File: src/rtl/ecc_pkg.sv
package ecc_pkg;
  localparam int ECC_BYTE_W = 8;
  localparam int ECC_ADDR_W = 9;
  localparam int ECC_SECT_W = 3;
  localparam int ECC_LANES  = 2;

  typedef enum logic {
    BUS_BYTE = 1'b0,
    BUS_WORD = 1'b1
  } bus_mode_e;
endpackage

File: src/rtl/ecc_lane_term.sv
module ecc_lane_term #(
  parameter int BYTE_W = ecc_pkg::ECC_BYTE_W,
  parameter int ADDR_W = ecc_pkg::ECC_ADDR_W,
  localparam int COL_W = $clog2(BYTE_W),
  localparam int HALF  = COL_W + ADDR_W
) (
  input  logic              en,
  input  logic [BYTE_W-1:0] data,
  input  logic [ADDR_W-1:0] addr,
  output logic [2*HALF-1:0] term
);
  logic [HALF-1:0] odd_h, even_h;
  logic            byte_par;

  always_comb begin
    odd_h    = '0;
    even_h   = '0;
    byte_par = ^data;
    // column halves: split bit positions by each index bit
    for (int j = 0; j < BYTE_W; j++) begin
      for (int k = 0; k < COL_W; k++) begin
        if (((j >> k) & 1) == 1) odd_h[k]  = odd_h[k]  ^ data[j];
        else                     even_h[k] = even_h[k] ^ data[j];
      end
    end
    // row halves: split byte addresses by each address bit
    for (int k = 0; k < ADDR_W; k++) begin
      if (addr[k]) odd_h[COL_W+k]  = odd_h[COL_W+k]  ^ byte_par;
      else         even_h[COL_W+k] = even_h[COL_W+k] ^ byte_par;
    end
    term = en ? {even_h, odd_h} : '0;
  end
endmodule

File: src/rtl/ecc_stream_ctrl.sv
module ecc_stream_ctrl #(
  parameter int ADDR_W = ecc_pkg::ECC_ADDR_W,
  parameter int SECT_W = ecc_pkg::ECC_SECT_W,
  localparam int CNT_W = ADDR_W + 1,
  localparam int BYTES = 1 << ADDR_W
) (
  input  logic              clk,
  input  logic              rst,
  input  logic              clr,
  input  logic              vld,
  input  logic              wide_mode,
  output logic [1:0]        lane_en,
  output logic [ADDR_W-1:0] base_addr,
  output logic              full,
  output logic              done,
  output logic [SECT_W-1:0] sector
);
  logic [CNT_W-1:0] cnt, base, nxt;
  logic             finish;

  always_comb begin
    base       = clr ? '0 : cnt;
    lane_en[0] = vld && (base < CNT_W'(BYTES));
    lane_en[1] = vld && (wide_mode == ecc_pkg::BUS_WORD) && ((base + CNT_W'(1)) < CNT_W'(BYTES));
    nxt        = base + CNT_W'(lane_en[0]) + CNT_W'(lane_en[1]);
    finish     = lane_en[0] && (nxt == CNT_W'(BYTES));
    base_addr  = base[ADDR_W-1:0];
    full       = (cnt == CNT_W'(BYTES));
  end

  always_ff @(posedge clk) begin
    if (rst) begin
      cnt    <= '0;
      done   <= 1'b0;
      sector <= '0;
    end else begin
      cnt  <= nxt;
      done <= finish;
      if (finish) sector <= sector + SECT_W'(1);
    end
  end

  AST_DONE_PULSE: assert property (@(posedge clk) disable iff (rst)
    done |=> !done);
  AST_COUNT_LIMIT: assert property (@(posedge clk) disable iff (rst)
    cnt <= CNT_W'(BYTES));
  AST_SECTOR_STEP: assert property (@(posedge clk) disable iff (rst)
    done |-> (sector - $past(sector)) == SECT_W'(1));
endmodule

File: src/rtl/nand_hamming_ecc.sv
module nand_hamming_ecc #(
  parameter int BYTE_W = ecc_pkg::ECC_BYTE_W,
  parameter int ADDR_W = ecc_pkg::ECC_ADDR_W,
  parameter int SECT_W = ecc_pkg::ECC_SECT_W,
  localparam int LANES  = ecc_pkg::ECC_LANES,
  localparam int COL_W  = $clog2(BYTE_W),
  localparam int HALF   = COL_W + ADDR_W,
  localparam int CODE_W = 2 * HALF
) (
  input  logic                    clk,
  input  logic                    rst,
  input  logic                    clr,
  input  logic                    vld,
  input  logic                    wide_mode,
  input  logic [LANES*BYTE_W-1:0] din,
  output logic [CODE_W-1:0]       ecc,
  output logic                    done,
  output logic [SECT_W-1:0]       sector
);
  logic [1:0]        lane_en;
  logic [ADDR_W-1:0] base_addr;
  logic              full;
  logic [CODE_W-1:0] acc, acc_n;
  logic [CODE_W-1:0] term [LANES];

  ecc_stream_ctrl #(.ADDR_W(ADDR_W), .SECT_W(SECT_W)) u_ctrl (
    .clk(clk), .rst(rst), .clr(clr), .vld(vld), .wide_mode(wide_mode),
    .lane_en(lane_en), .base_addr(base_addr), .full(full),
    .done(done), .sector(sector)
  );

  for (genvar i = 0; i < LANES; i++) begin : g_lane
    ecc_lane_term #(.BYTE_W(BYTE_W), .ADDR_W(ADDR_W)) u_term (
      .en(lane_en[i]),
      .data(din[i*BYTE_W +: BYTE_W]),
      .addr(base_addr + ADDR_W'(i)),
      .term(term[i])
    );
  end

  always_comb begin
    acc_n = clr ? '0 : acc;
    for (int i = 0; i < LANES; i++) acc_n = acc_n ^ term[i];
  end

  always_ff @(posedge clk) begin
    if (rst) acc <= '0;
    else     acc <= acc_n;
  end

  assign ecc = acc;

  AST_HOLD_FULL: assert property (@(posedge clk) disable iff (rst)
    (full && !clr) |=> $stable(acc));
  AST_CLR_RESTART: assert property (@(posedge clk) disable iff (rst)
    (clr && !vld) |=> (acc == '0));
  AST_LANE_ORDER: assert property (@(posedge clk) disable iff (rst)
    lane_en[1] |-> lane_en[0]);
endmodule

File: config.mk
export PLATFORM = sky130hd
export DESIGN_NAME = nand_hamming_ecc
export DESIGN_NICKNAME = d
export VERILOG_FILES = /design/src/rtl/ecc_pkg.sv /design/src/rtl/ecc_lane_term.sv /design/src/rtl/ecc_stream_ctrl.sv /design/src/rtl/nand_hamming_ecc.sv
export SDC_FILE = /design/constraint.sdc
export NUM_CORES = 1
export LEC_CHECK = 0
export BUFFER_PORTS_ARGS = -buffer_cell sky130_fd_sc_hd__buf_2
export CELL_PAD_IN_SITES_DETAIL_PLACEMENT = 1
export CELL_PAD_IN_SITES_GLOBAL_PLACEMENT = 1
export CORE_MARGIN = 1
export CORE_UTILIZATION = 25
export DETAILED_ROUTE_END_ITERATION = 8
export GPL_TIMING_DRIVEN = 0
export PLACE_DENSITY_LB_ADDON = 0.15
export SLEW_MARGIN = 25
export SYNTH_ARGS = -nofsm -noshare
export SYNTH_HDL_FRONTEND = slang
export SYNTH_SLANG_ARGS = --single-unit
File: constraint.sdc
create_clock -name clk -period 4.2 [get_ports clk]
set_input_delay 0.21 -clock clk [delete_from_list [all_inputs] [get_ports clk]]
set_output_delay 0.21 -clock clk [all_outputs]
set_load 0.01 [all_outputs]
==> impl_metrics.json <==
{
  "r2r_end": "u_ctrl.sector[1]",
  "synth-seq-cells": 38,
  "drt-initial-drc-count": 72,
  "arrival_ps": 4140,
  "syn_inst": 348,
  "postPlaceCellArea_mm2": 0.00318,
  "synthTopCellsByArea": "dfxtp_1, xnor2_1, nor2_1",
  "row_count": 38,
  "synth-warning-count": 0,
  "hold_path_depth": 4,
  "dp_hpwl_mm": 7.07,
  "timing.fmax_ghz": 0.253,
  "place.port_buffers": 47,
  "ios": 49,
  "synth_fp_nets": 373,
  "tightestPinTransition_ps": 871,
  "rsz0062_at_grt": "false",
  "fin_cells": 544,
  "path_clk_slew_ps": 80,
  "status": "completed",
  "ff_latch_area_um2": 761,
  "hold_violations": 0,
  "cts.htree.levels": 2,
  "nets": 428,
  "avgSynthCellArea_um2": 7.94,
  "clock_tree.root_cell": "clkbuf_8",
  "crit_required_ps": 4380,
  "worstHoldPathType": "input pin to register",
  "pre_cts_ws_ps": -584,
  "cts-buffers-inserted": 5,
  "crit_fanout": 10,
  "avgViaCountPerCell": 5.07,
  "ff2ff_path_depth": 14,
  "fin_crit_ps": 3960,
  "grt_max_degree": 12,
  "grt_first_pass_wirelength_mm": 15.3,
  "multi_input_area_mm2": 0.00187,
  "crit_type": "register to register",
  "finalPower_mw": 1.15,
  "clock_skew_ps": 10.0,
  "die-area_mm2": 0.0115,
  "clock_latency_ps": 300,
  "tns_ps": 0,
  "fin_util": 0.307,
  "drt-pass1-iter-count": 4,
  "drc": 0,
  "seqPwrFrac": 0.363,
  "n_antenna_cell": 0,
  "maxCapViolations": 0,
  "drive_above_1_share": 0.193,
  "clock_path_buffers": 2,
  "min_period_over_period": 0.943,
  "fp.dieW_um": 107,
  "antenna_found_initial": 0,
  "fin_ws_ps": 240,
  "antenna_left": 0,
  "synthFlopType": "dfxtp_1",
  "maxSlewViolCount": 0,
  "synthArstFlopShare": 0,
  "grt_pass1_vias": 2810,
  "cts.sinks": 38,
  "synth_edf_count": 0,
  "start_kind": "register",
  "synthToLayoutAreaGrowth_pct": 19.9,
  "r2r_slack_ps": 240,
  "slowest_stage": "nor4_2",
  "cp-startpoint": "u_ctrl.cnt[2]",
  "fillers": 1320,
  "path_buf_inv": 3,
  "cpMostUsedCell": "buf_2",
  "gp_congestion": 0.754,
  "power.density_mw_per_mm2": 347,
  "pwr-share-clk": 0.280,
  "cts_hold_buf": 0,
  "core_mm2": 0.0108,
  "num_vias": 2760,
  "total_leakage_power_nw": 1.28,
  "synth_common_cells": "xnor2_1, dfxtp_1, nor2_1",
  "netlist_area_mm2": 0.00276,
  "switching_share": 0.350,
  "r2r_start": "u_ctrl.cnt[2]",
  "grt.overflow.total": 0,
  "wl_per_cell_um": 17.7,
  "min_to": "u_ctrl.cnt[9]",
  "ys_seq_area_frac": 0.275,
  "track_usage": 0.175,
  "start_util": 0.256,
  "whs_ps": 500,
  "synth_top_area_frac": 0.275,
  "cts_tree": "built",
  "drt-total-wl_mm": 9.61,
  "power.internal_mw": 0.746,
  "dp_cells": 535,
  "setup_viol": 0,
  "crit_family": "compound AO/OA/AOI/OAI gates",
  "pwr-share-comb": 0.358,
  "ys_types": 55,
  "synth_top_area_cell": "dfxtp_1",
  "end_kind": "register",
  "slew_headroom": 0.418,
  "path_cells": "buf_2 -> nand3_1 -> nor4_2 -> mux2i_4 -> buf_2 -> fa_1 -> inv_1 -> ha_1 -> a311o_1 -> o31ai_1 -> a21oi_1 -> a211oi_4 -> mux2i_1 -> nor2_1",
  "stdcell_area_mm2": 0.00331,
  "hp-start": "clr",
  "yosysMostFrequentCell": "xnor2_1",
  "critPathMaxStageDelay_ps": 470,
  "die_h_um": 107,
  "p_sw_mw": 0.402,
  "max-vdd-ir-drop_mv": 0.147
}
## cells in the final DEF (no fill, tap or decap), types with 3 or more instances in the layout
cell,n
dfxtp_1,38
inv_1,7
ha_1,3
o211ai_1,4
a31oi_1,4
nor2b_1,8
nand4_1,8
or4_1,6
nand2_1,17
and2_1,3
xor2_1,11
a22o_1,3
a21oi_1,16
o31ai_1,7
mux2i_1,8
and4_1,4
clkbuf_1,15
a21o_1,7
nor3_1,20
nand3b_1,3
clkbuf_8,5
nor2_1,37
nand3_1,14
nand2b_1,3
buf_2,54
o21ai_0,13
xnor2_1,44
## cell families after synthesis
group	after synthesis	share of synthesized area
adders and majority gates	4	0.0208
xor gates and xnor gates	56	0.182
muxes	11	0.0407
and+or+nand+nor	133	0.251
buffers and inverters	35	0.0575
AOI/OAI and AO/OA	71	0.172
DFF	38	0.275
## metal layers
metal,global-route usage,vias to the layer above,part of all wire
met5,0,-,0
met4,0.0499,0,0.016
met3,0.0237,10,0.030
met2,0.293,49,0.48
met1,0.234,1363,0.48
li1,-,1338,-
## power by group through the flow
stage | sequential (mW) | clock [mW] | combinational, mW
after CTS | 0.417 | 0.332 | 0.415
after floorplan | 0.436 | 0 | 0.270
final | 0.416 | 0.321 | 0.411
after global routing | 0.422 | 0.346 | 0.449
after detailed placement | 0.426 | 0 | 0.411
after global placement | 0.425 | 0 | 0.408
## worst min-delay path, cell delays in order
cell and delay, ps:
buf_2 110, nand2b_1 180, a31o_2 170, a21oi_1 70
## sequential cells by signal (all words and copies together) (netlist names)
name           flops
ecc               24
u_ctrl.cnt        10
u_ctrl.sector      3
u_ctrl.done        1
## area by class of cell
| type | count | area share |
|---|---|---|
| buffer | 25 | 0.0366 |
| clock buffer | 7 | 0.0230 |
| clock inverter | 1 | 0.00906 |
| inverter | 10 | 0.0113 |
| multi-input combinational | 275 | 0.564 |
| sequential | 38 | 0.230 |
| tap | 140 | 0.0529 |
| timing repair buffer | 48 | 0.0733 |
## repair_timing
item | 4_1_cts | 5_1_grt
gates resized for setup | 2 | 1
buffers inserted | 1 | 0
endpoints found under the setup margin | 4 | 3
## worst max-delay path by stage
stage / end / slack [ps] / cells after the start
after floorplan: u_ctrl.sector[1] / 600 / 14
after global placement: u_ctrl.sector[2] / -790 / 14
after detailed placement: u_ctrl.sector[2] / -580 / 14
after CTS: u_ctrl.sector[1] / 180 / 14
after global routing: u_ctrl.sector[1] / 30 / 14
final: u_ctrl.sector[1] / 240 / 14
(Power assumes the default switching activity.)
